### config.mk
export PLATFORM = sky130hd
export DESIGN_NAME = wdog_idport
export DESIGN_NICKNAME = d
export VERILOG_FILES = /design/src/rtl/wdog_pkg.sv /design/src/rtl/wdog_rstsync.sv /design/src/rtl/wdog_busif.sv /design/src/rtl/wdog_timer.sv /design/src/rtl/wdog_outgen.sv /design/src/rtl/wdog_idport.sv
export SDC_FILE = /design/constraint.sdc
export NUM_CORES = 1
export LEC_CHECK = 0
export ABC_AREA = 1
export BUFFER_PORTS_ARGS = -buffer_cell sky130_fd_sc_hd__buf_2
export CAP_MARGIN = 20
export CORE_AREA = 5 5 64 78
export CTS_CLUSTER_SIZE = 30
export DETAILED_ROUTE_END_ITERATION = 12
export DIE_AREA = 0 0 69 83
export PLACE_DENSITY = 0.79
export SLEW_MARGIN = 10
export SYNTH_ARGS = -nofsm -noshare
export SYNTH_HDL_FRONTEND = slang
export SYNTH_SLANG_ARGS = --single-unit
### constraint.sdc
create_clock -name clk -period 1.55 [get_ports clk]
set_input_delay 0.31 -clock clk [delete_from_list [all_inputs] [get_ports clk]]
set_output_delay 0.31 -clock clk [all_outputs]
set_load 0.05 [all_outputs]
### src/rtl/wdog_pkg.sv
package wdog_pkg;
  localparam logic [9:0] PORT_PRI = 10'h0E1;
  localparam logic [9:0] PORT_ALT = 10'h1E1;
  localparam logic [7:0] KICK_KEY = 8'h5A;
  localparam int         ADDR_W   = 10;
  localparam int         DATA_W   = 8;
endpackage

### src/rtl/wdog_rstsync.sv
module wdog_rstsync (
  input  logic clk,
  input  logic rst_n,
  output logic rst_int_n
);
  logic [1:0] sync_q;

  always_ff @(posedge clk or negedge rst_n) begin
    if (!rst_n) sync_q <= 2'b00;
    else        sync_q <= {sync_q[0], 1'b1};
  end

  assign rst_int_n = sync_q[1];
endmodule

### src/rtl/wdog_busif.sv
module wdog_busif
  import wdog_pkg::*;
#(
  parameter logic [4:0] PRODUCT_CODE = 5'b00001,
  parameter logic       THROTTLE     = 1'b0,
  parameter logic [1:0] REVISION     = 2'b00
) (
  input  logic [ADDR_W-1:0] io_addr,
  input  logic [DATA_W-1:0] io_wdata,
  input  logic              io_rd,
  input  logic              io_wr,
  input  logic              alt_base,
  output logic [DATA_W-1:0] io_rdata,
  output logic              kick
);
  localparam logic [DATA_W-1:0] ID_BYTE = {PRODUCT_CODE, THROTTLE, REVISION};

  logic [ADDR_W-1:0] base;
  logic              sel;

  always_comb begin
    base     = alt_base ? PORT_ALT : PORT_PRI;
    sel      = (io_addr == base);
    io_rdata = (io_rd && sel) ? ID_BYTE : '0;
    kick     = io_wr && sel && (io_wdata == KICK_KEY);
  end
endmodule

### src/rtl/wdog_timer.sv
module wdog_timer #(
  parameter int PRESCALE = 125000,
  parameter int TICKS    = 1000
) (
  input  logic clk,
  input  logic rst_n,
  input  logic en,
  input  logic kick,
  output logic expire
);
  localparam int PW = (PRESCALE > 1) ? $clog2(PRESCALE) : 1;
  localparam int TW = (TICKS > 1) ? $clog2(TICKS) : 1;
  localparam logic [PW-1:0] PRE_LAST  = PW'(PRESCALE - 1);
  localparam logic [TW-1:0] TICK_LAST = TW'(TICKS - 1);

  logic [PW-1:0] pre_q, pre_d;
  logic [TW-1:0] tick_q, tick_d;
  logic          pre_wrap, tick_last;

  always_comb begin
    pre_wrap  = (pre_q == PRE_LAST);
    tick_last = (tick_q == TICK_LAST);
    expire    = en && !kick && pre_wrap && tick_last;
    pre_d     = pre_q;
    tick_d    = tick_q;
    if (!en || kick) begin
      pre_d  = '0;
      tick_d = '0;
    end else if (pre_wrap) begin
      pre_d  = '0;
      tick_d = tick_last ? '0 : tick_q + 1'b1;
    end else begin
      pre_d  = pre_q + 1'b1;
    end
  end

  always_ff @(posedge clk or negedge rst_n) begin
    if (!rst_n) begin
      pre_q  <= '0;
      tick_q <= '0;
    end else begin
      pre_q  <= pre_d;
      tick_q <= tick_d;
    end
  end

  AST_KICK_RESTARTS: assert property (@(posedge clk) disable iff (!rst_n)
    kick |=> (pre_q == '0 && tick_q == '0));
  AST_HOLD_WHILE_OFF: assert property (@(posedge clk) disable iff (!rst_n)
    !en |=> (pre_q == '0 && tick_q == '0));
  AST_REARM_AFTER_EXPIRY: assert property (@(posedge clk) disable iff (!rst_n)
    expire |=> (pre_q == '0 && tick_q == '0));
endmodule

### src/rtl/wdog_outgen.sv
module wdog_outgen #(
  parameter int RST_LEN = 64
) (
  input  logic clk,
  input  logic rst_n,
  input  logic en,
  input  logic kick,
  input  logic expire,
  input  logic act_reset,
  input  logic act_nmi,
  output logic cpu_reset_o,
  output logic nmi_o
);
  localparam int RW = $clog2(RST_LEN + 1);
  localparam logic [RW-1:0] RST_LOAD = RW'(RST_LEN);

  logic [RW-1:0] rcnt_q, rcnt_d;
  logic          nmi_q, nmi_d;
  logic          rcnt_ce;

  always_comb begin
    rcnt_ce = (expire && act_reset) || (rcnt_q != '0);
    rcnt_d  = (expire && act_reset) ? RST_LOAD : rcnt_q - 1'b1;
    nmi_d   = nmi_q;
    if (!en || kick)            nmi_d = 1'b0;
    else if (expire && act_nmi) nmi_d = 1'b1;
  end

  always_ff @(posedge clk or negedge rst_n) begin
    if (!rst_n) begin
      rcnt_q <= '0;
      nmi_q  <= 1'b0;
    end else begin
      if (rcnt_ce) rcnt_q <= rcnt_d;
      nmi_q <= nmi_d;
    end
  end

  assign cpu_reset_o = (rcnt_q != '0);
  assign nmi_o       = nmi_q;

  AST_PULSE_STARTS: assert property (@(posedge clk) disable iff (!rst_n)
    (expire && act_reset) |=> cpu_reset_o);
  AST_NMI_RAISES: assert property (@(posedge clk) disable iff (!rst_n)
    (expire && act_nmi) |=> nmi_o);
  AST_NMI_DROPS: assert property (@(posedge clk) disable iff (!rst_n)
    (kick || !en) |=> !nmi_o);
endmodule

### src/rtl/wdog_idport.sv
module wdog_idport
  import wdog_pkg::*;
#(
  parameter int         CLK_HZ        = 125_000_000,
  parameter int         TICK_HZ       = 1000,
  parameter int         TIMEOUT_TICKS = 1000,
  parameter int         RST_LEN       = 64,
  parameter logic [4:0] PRODUCT_CODE  = 5'b00001,
  parameter logic       THROTTLE      = 1'b0,
  parameter logic [1:0] REVISION      = 2'b00
) (
  input  logic                clk,
  input  logic                rst_n,
  input  logic [ADDR_W-1:0]   io_addr,
  input  logic [DATA_W-1:0]   io_wdata,
  input  logic                io_rd,
  input  logic                io_wr,
  output logic [DATA_W-1:0]   io_rdata,
  input  logic                alt_base,
  input  logic                wd_enable,
  input  logic                act_reset,
  input  logic                act_nmi,
  output logic                cpu_reset_o,
  output logic                nmi_o
);
  localparam int PRESCALE = CLK_HZ / TICK_HZ;

  logic rst_int_n;
  logic kick;
  logic expire;

  wdog_rstsync u_rstsync (
    .clk       (clk),
    .rst_n     (rst_n),
    .rst_int_n (rst_int_n)
  );

  wdog_busif #(
    .PRODUCT_CODE (PRODUCT_CODE),
    .THROTTLE     (THROTTLE),
    .REVISION     (REVISION)
  ) u_busif (
    .io_addr  (io_addr),
    .io_wdata (io_wdata),
    .io_rd    (io_rd),
    .io_wr    (io_wr),
    .alt_base (alt_base),
    .io_rdata (io_rdata),
    .kick     (kick)
  );

  wdog_timer #(
    .PRESCALE (PRESCALE),
    .TICKS    (TIMEOUT_TICKS)
  ) u_timer (
    .clk    (clk),
    .rst_n  (rst_int_n),
    .en     (wd_enable),
    .kick   (kick),
    .expire (expire)
  );

  wdog_outgen #(
    .RST_LEN (RST_LEN)
  ) u_outgen (
    .clk         (clk),
    .rst_n       (rst_int_n),
    .en          (wd_enable),
    .kick        (kick),
    .expire      (expire),
    .act_reset   (act_reset),
    .act_nmi     (act_nmi),
    .cpu_reset_o (cpu_reset_o),
    .nmi_o       (nmi_o)
  );

  AST_IDLE_BUS_QUIET: assert property (@(posedge clk) disable iff (!rst_int_n)
    !io_rd |-> (io_rdata == '0));
  AST_ID_CONSTANT: assert property (@(posedge clk) disable iff (!rst_int_n)
    (io_rd && io_rdata != '0) |-> (io_rdata == {PRODUCT_CODE, THROTTLE, REVISION}));
  AST_NO_EXPIRY_ON_KICK: assert property (@(posedge clk) disable iff (!rst_int_n)
    (kick && !cpu_reset_o) |=> !cpu_reset_o);
endmodule

==> flow_metrics.tcl, run 1 <==
set metrics [dict create \
    holdWs_ps 195 \
    clk-insertion-delay-late_ps 290 \
    ys.flop_type "dfrtp_1" \
    critPathBufInv 1 \
    synthCells 309 \
    rows 26 \
    dieWidth_um 69 \
    p_per_area_nw_per_um2 626 \
    final_core_util_pct 68.5 \
    crit_required_ps 1240 \
    syn_area_sq_um 2300 \
    outcome "completed" \
    yosys_warnings 0 \
    grt_pass1_vias 2152 \
    synth_edf_count 0 \
    grt_overflow 0 \
    io_buffers 28 \
    fin_area_sq_um 2850 \
    grtUsageTotal_pct 18.5 \
    avgViaCountPerCell 5.08 \
    antenna_found_initial 0 \
    switchingPower_mw 0.443 \
    synth_seq_cells 37 \
    synth-seq-area-share_pct 40.3 \
    crit_chain "nor3_2 > nand3_2 > buf_6" \
    synthDistinctLibCells 30 \
    vias 2155 \
    cp_max_fo 4 \
    clock_skew_ps 6.50 \
    hold_path.class "reg2async" \
    placed_area_sq_um 2600 \
    final_cells 424 \
    ir_worst_vdd_mv 0.483 \
    synth_top_area_share_pct 40.3 \
    fmax_mhz 651 \
    drt-pass1-iter-count 4 \
    cts.htree.levels 2 \
    cts_root_buffer "clkbuf_8" \
    drc 0 \
    cts.sinks 37 \
    drtIter0Drc 108 \
    fin_nets 396 \
    die_height_um 83 \
    antenna_left 0 \
    wl_mm 5.25 \
    p_int_mw 1.34 \
    synthTopCellsByArea "dfrtp_1 (40%), nand2_1 (11%), nor2_1 (9.8%)" \
    yosysTopAreaCell "dfrtp_1" \
    cap_violations 0 \
    dpl.hpwl_mm 3.78 \
    crit_family "flip-flops" \
    switching_share_pct 24.8 \
    grt_max_degree 25 \
    cp_slowest_stage_delay_ps 420 \
    grt_pass1_wl_mm 8.87 \
    worstSetupPathType "reg2out" \
    combPwrFrac_pct 8.6 \
    synth.avg_cell_area_sq_um 7.44 \
    synth_commonest_cells "nand2_1 (68), nor2_1 (60), dfrtp_1 (37)" \
    wire_per_inst_um 12.4 \
    core_area_sq_um 4160 \
    hold_viol 0 \
    start_kind "register" \
    crit_arrival_ps 1230 \
    worstSetupEndpointType "primary output" \
    cts_inserted_buffers 5 \
    power.total_mw 1.79 \
    gp_congestion 0.906 \
    pwr-share-clk_pct 36.0 \
    clk_pin_slew_ps 70 \
    final-setup-viol-count 0 \
    placedCellCount 405 \
    slew_violations 0 \
    yosysMostFrequentCell "nand2_1" \
    initial_core_util_pct 55.2 \
    diodes 0 \
    ios 36 \
    slowest_stage "dfrtp_1" \
    syn2layout_area_growth_pct 24.1 \
    drive_gt1_share_pct 26.9 \
    dieArea_sq_um 5730 \
    rsz0062_at_grt "yes" \
    async_flop_share_pct 100 \
    leakagePower_nw 1.39 \
    cts_tree "yes" \
    cts_buffer_depth 2 \
    seq_power_share_pct 55.3 \
    finalCriticalPeriod_ps 1540 \
    fin_crit_sh_pct 99.1 \
]
-- worst reg2reg max path: stages (launching register included) --
cell and delay (ps):
dfrtp_1 380, ha_1 170, nand2_1 110, nor3_4 280, buf_4 190, nor2_1 40, nand3_1 60, o21ai_0 90
-- power groups by stage --
stage | clock [mW] | sequential, mW | combinational [mW]
global placement | 0 | 1.00 | 0.139
detailed placement | 0 | 1.00 | 0.140
floorplan | 0 | 1.01 | 0.0936
global route | 0.697 | 0.990 | 0.172
CTS | 0.658 | 0.984 | 0.146
finish | 0.643 | 0.988 | 0.154
-- path summary, 6_finish.rpt --
kind / start / to / slack, ps / cells past startpoint
max reg2reg: u_timer.tick_q[0] / u_timer.tick_q[9] / 90 / 7
max: u_outgen.rcnt_q[5] / cpu_reset_o / 10 / 3
min in group clk: act_nmi / u_outgen.nmi_o / 250 / 3
min reg2reg: u_rstsync.sync_q[1] / u_timer.pre_q[5] / 190 / 0
max in group asynchronous: u_rstsync.sync_q[1] / u_timer.pre_q[9] / 870 / 1
min: u_rstsync.sync_q[1] / u_timer.pre_q[5] / 190 / 0
-- registers in the layout, summed over array words and instances (netlist names) --
name and count:
u_timer.tick_q 10, u_timer.pre_q 17, u_outgen.rcnt_q 7, u_rstsync.sync_q 2, u_outgen.nmi_o 1
-- layer usage --
| metal | routed length (um) | vias up | global-route usage [%] |
|---|---|---|---|
| met5 | 0 | - | 0 |
| met1 | 2110 | 997 | 20.7 |
| met3 | 379 | 10 | 6.16 |
| met4 | 95 | 0 | 6.04 |
| met2 | 2660 | 71 | 32.9 |
| li1 | - | 1077 | - |
-- layout by cell type, fill, tap and decap left out, types with 10 or more instances in the layout --
master,count
xor2_1,13
nand4_1,11
inv_2,10
inv_1,29
dfrtp_1,36
nand2_1,67
nor2_1,56
nand3_1,27
buf_2,27
buf_4,23
-- layout make-up --
class / count / area (sq um)
clock buffer: 6 / 72.6
sequential: 37 / 927
multi-input combinational: 230 / 1270
timing repair buffer: 54 / 360
tap: 56 / 70.1
inverter: 39 / 146
clock inverter: 2 / 10.0
fill: 342 / 1310
-- stage by stage --
step	worst slack [ps]	setup TNS, ps
after global routing	-63.3	-369
final	14.7	0
after floorplan	52.9	0
after global placement	27.3	0
after detailed placement	-1.03	-1.03
after CTS	12.8	0
-- cells by family (layout without fill, tap and decap cells) --
group	after synthesis	in the layout	synth area share (%)
flops	37	37	40.3
simple gates	193	193	39.4
xor+xnor	15	15	5.71
buf+inv	48	101	9.47
fa+ha+maj	3	3	1.63
other cells	2	8	0.327
compound gates	11	11	3.21
-- repair_timing --
action	in CTS	in global routing
buffers inserted	2	8
resized for setup	8	19
hold endpoints to repair	2	0
setup endpoints to repair	3	27
hold buffers	1	0
pin swaps	3	9
No activity file was read; power rests on OpenSTA's default activity.
==> run 2, diff against run 1 <==
--- a/config.mk
+++ b/config.mk
@@ -5,15 +5,15 @@
 export SDC_FILE = /design/constraint.sdc
 export NUM_CORES = 1
 export LEC_CHECK = 0
-export ABC_AREA = 1
 export BUFFER_PORTS_ARGS = -buffer_cell sky130_fd_sc_hd__buf_2
 export CAP_MARGIN = 20
-export CORE_AREA = 5 5 64 78
+export CORE_AREA = 5 5 63 76
 export CTS_CLUSTER_SIZE = 30
 export DETAILED_ROUTE_END_ITERATION = 12
-export DIE_AREA = 0 0 69 83
-export PLACE_DENSITY = 0.79
+export DIE_AREA = 0 0 68 81
+export PLACE_DENSITY = 0.77
 export SLEW_MARGIN = 10
 export SYNTH_ARGS = -nofsm -noshare
 export SYNTH_HDL_FRONTEND = slang
 export SYNTH_SLANG_ARGS = --single-unit
+export TNS_END_PERCENT = 50
==> run 2 against run 1 <==
The flow now finishes with violations (setup timing). Sequential power about the same. Utilization increased by 9.4 points. Critical endpoint is now u_timer.tick_q[0]. Critical path type is now reg2reg. Register-to-register slack got worse by 490 ps. Largest power group unchanged.
==> flow_metrics.tcl, run 2 <==
set metrics [dict create \
    cp.depth 4 \
    crit_arrival_ps 2190 \
    violations "setup timing" \
    ir_worst_vdd_mv 1.01 \
    cp_max_fo 4 \
    fin_nets 346 \
    slew_violations 0 \
    drt-pass1-iter-count 4 \
    vias 2186 \
    drc 0 \
    holdWs_ps 289 \
    syn2layout_area_growth_pct 43.0 \
    ff2ff_path_depth 4 \
    rows 25 \
    cts.sinks 37 \
    gp_congestion 0.869 \
    clk_pin_slew_ps 80 \
    synth_edf_count 0 \
    io_buffers 28 \
    yosys_warnings 0 \
    grtUsageTotal_pct 24.3 \
    die_height_um 81 \
    rsz0062_at_grt "yes" \
    dpl.hpwl_mm 4.06 \
    most-common-layout-cells "buf_4 (61), dfrtp_1 (37), buf_2 (26), nor3_1 (20), nand3_1 (12)" \
    cts.htree.levels 2 \
    dieArea_sq_um 5510 \
    largest_reg_flops 17 \
    avgViaCountPerCell 5.88 \
    wl_mm 6.38 \
    cts_tree "yes" \
    drtIter0Drc 151 \
    crit_chain "or4b_4 > or3_4 > or4_4 > a21oi_2" \
    synth.avg_cell_area_sq_um 9.56 \
    synthDistinctLibCells 51 \
    synth_commonest_cells "dfrtp_1 (37), nor3_1 (23), a21oi_1 (13)" \
    dp_slack_ps -383 \
    fin_tns_setup_ps -10750 \
    synthCells 223 \
    fin_area_sq_um 3050 \
    finalCriticalPeriod_ps 1950 \
    regMostFlops "u_timer.pre_q" \
    grt_overflow 0 \
    synthTopCellsByArea "dfrtp_1 (43%), nor3_1 (5.4%), xnor2_1 (4.5%)" \
    drive_gt1_share_pct 41.5 \
    async_flop_share_pct 100 \
    worstSetupPathType "reg2reg" \
    syn_area_sq_um 2130 \
    placedCellCount 362 \
    worstSetupEndpointType "register" \
    crit_required_ps 1790 \
    yosysMostFrequentCell "dfrtp_1" \
    cts_buffer_depth 2 \
    clock_skew_ps 7.46 \
    wire_per_inst_um 17.2 \
    outcome "complete, but fails checks" \
    placed_area_sq_um 2780 \
    power.total_mw 2.04 \
    start_kind "register" \
    cap_violations 0 \
    initial_core_util_pct 54.5 \
    fmax_mhz 512 \
    antenna_left 0 \
    grt_max_degree 36 \
    synth_top_area_share_pct 43.4 \
    yosysTopAreaCell "dfrtp_1" \
    final_core_util_pct 78.0 \
    grt_pass1_vias 2273 \
    critPathBufInv 0 \
    final_cells 372 \
    leakagePower_nw 1.31 \
    dieWidth_um 68 \
    grt_pass1_wl_mm 10.1 \
    diodes 0 \
    cts_inserted_buffers 5 \
    p_per_area_nw_per_um2 670 \
    cts_root_buffer "clkbuf_8" \
    synth_seq_cells 37 \
    fin_ws_ps -405 \
    final-setup-viol-count 35 \
    synth-seq-area-share_pct 43.4 \
    fin_crit_sh_pct 126 \
    cp_slowest_stage_delay_ps 540 \
    top_regs "u_timer.pre_q (17), u_timer.tick_q (10), u_outgen.rcnt_q (7)" \
    slowest_stage "or4b_4" \
    fill_cells 229 \
    core_area_sq_um 3910 \
    final_common_cell "buf_4" \
    hold_path.class "reg2async" \
    ys.flop_type "dfrtp_1" \
    clk-insertion-delay-late_ps 300 \
    hold_viol 0 \
    crit_family "simple AND/OR/NAND/NOR gates" \
    ios 36 \
    antenna_found_initial 0 \
]
## run 2: changes by cell type in the layout (fill, tap and decap cells not counted), moves of 5 or more
cell     delta
a21oi_1     +9
buf_4      +38
inv_1      -21
inv_2       -9
nand2_1    -60
nand3_1    -15
nor2_1     -49
nor2_2      -5
nor3_1     +17
o31ai_1     +5
xnor2_1     +9
xor2_1      -7
## run 2: final timing paths
check                                     end  slack (ps)                 from
setup reg to reg            u_timer.tick_q[0]        -400     u_timer.pre_q[7]
min in group clk            u_timer.tick_q[9]         330            wd_enable
max in group asynchronous   u_timer.pre_q[15]         940  u_rstsync.sync_q[1]
hold reg to reg            u_outgen.rcnt_q[0]         290  u_rstsync.sync_q[1]
hold / removal             u_outgen.rcnt_q[0]         290  u_rstsync.sync_q[1]
setup / recovery            u_timer.tick_q[0]        -400     u_timer.pre_q[7]
## run 2: cell families after synthesis
family	share of synthesized area (%)
and+or+nand+nor	25.3
adders and majority gates	1.76
DFF	43.4
muxes	0.998
xor gates and xnor gates	6.98
other	0.352
buffers and inverters	6.22
AOI/OAI and AO/OA	15.0
## run 2: area by class of cell
cell class / count / area (sq um) / area share, %
Inverter: 9 / 33.8 / 1.11
Tap cell: 54 / 67.6 / 2.22
Clock buffer: 5 / 68.8 / 2.26
Multi-Input combinational cell: 169 / 1220 / 40.2
Timing Repair Buffer: 95 / 682 / 22.4
Clock inverter: 3 / 46.3 / 1.52
Sequential cell: 37 / 926 / 30.4
## run 2: power by group
part           total [mW]  leakage, nW  switching (mW)  internal [mW]
clock network       0.873       0.0543           0.391          0.482
logic               0.183        0.759           0.110         0.0728
registers           0.987        0.495         0.00939          0.978
## run 2: what timing repair did
action | CTS | global route
setup buffers | 1 | 0
endpoints found under the hold margin | 2 | 0
pin swaps | 3 | 3
hold buffers | 1 | 0
setup endpoints to repair | 35 | 36
resized for setup | 24 | 12
## run 2: per-layer routing
metal  up-vias  GRT usage, %  share of wire (%)
met5         -             0                  0
met4         0          12.5                2.4
met3        12          5.39                7.3
met2        98          42.8                 54
met1      1059          26.8                 36
li1       1017             -                  -
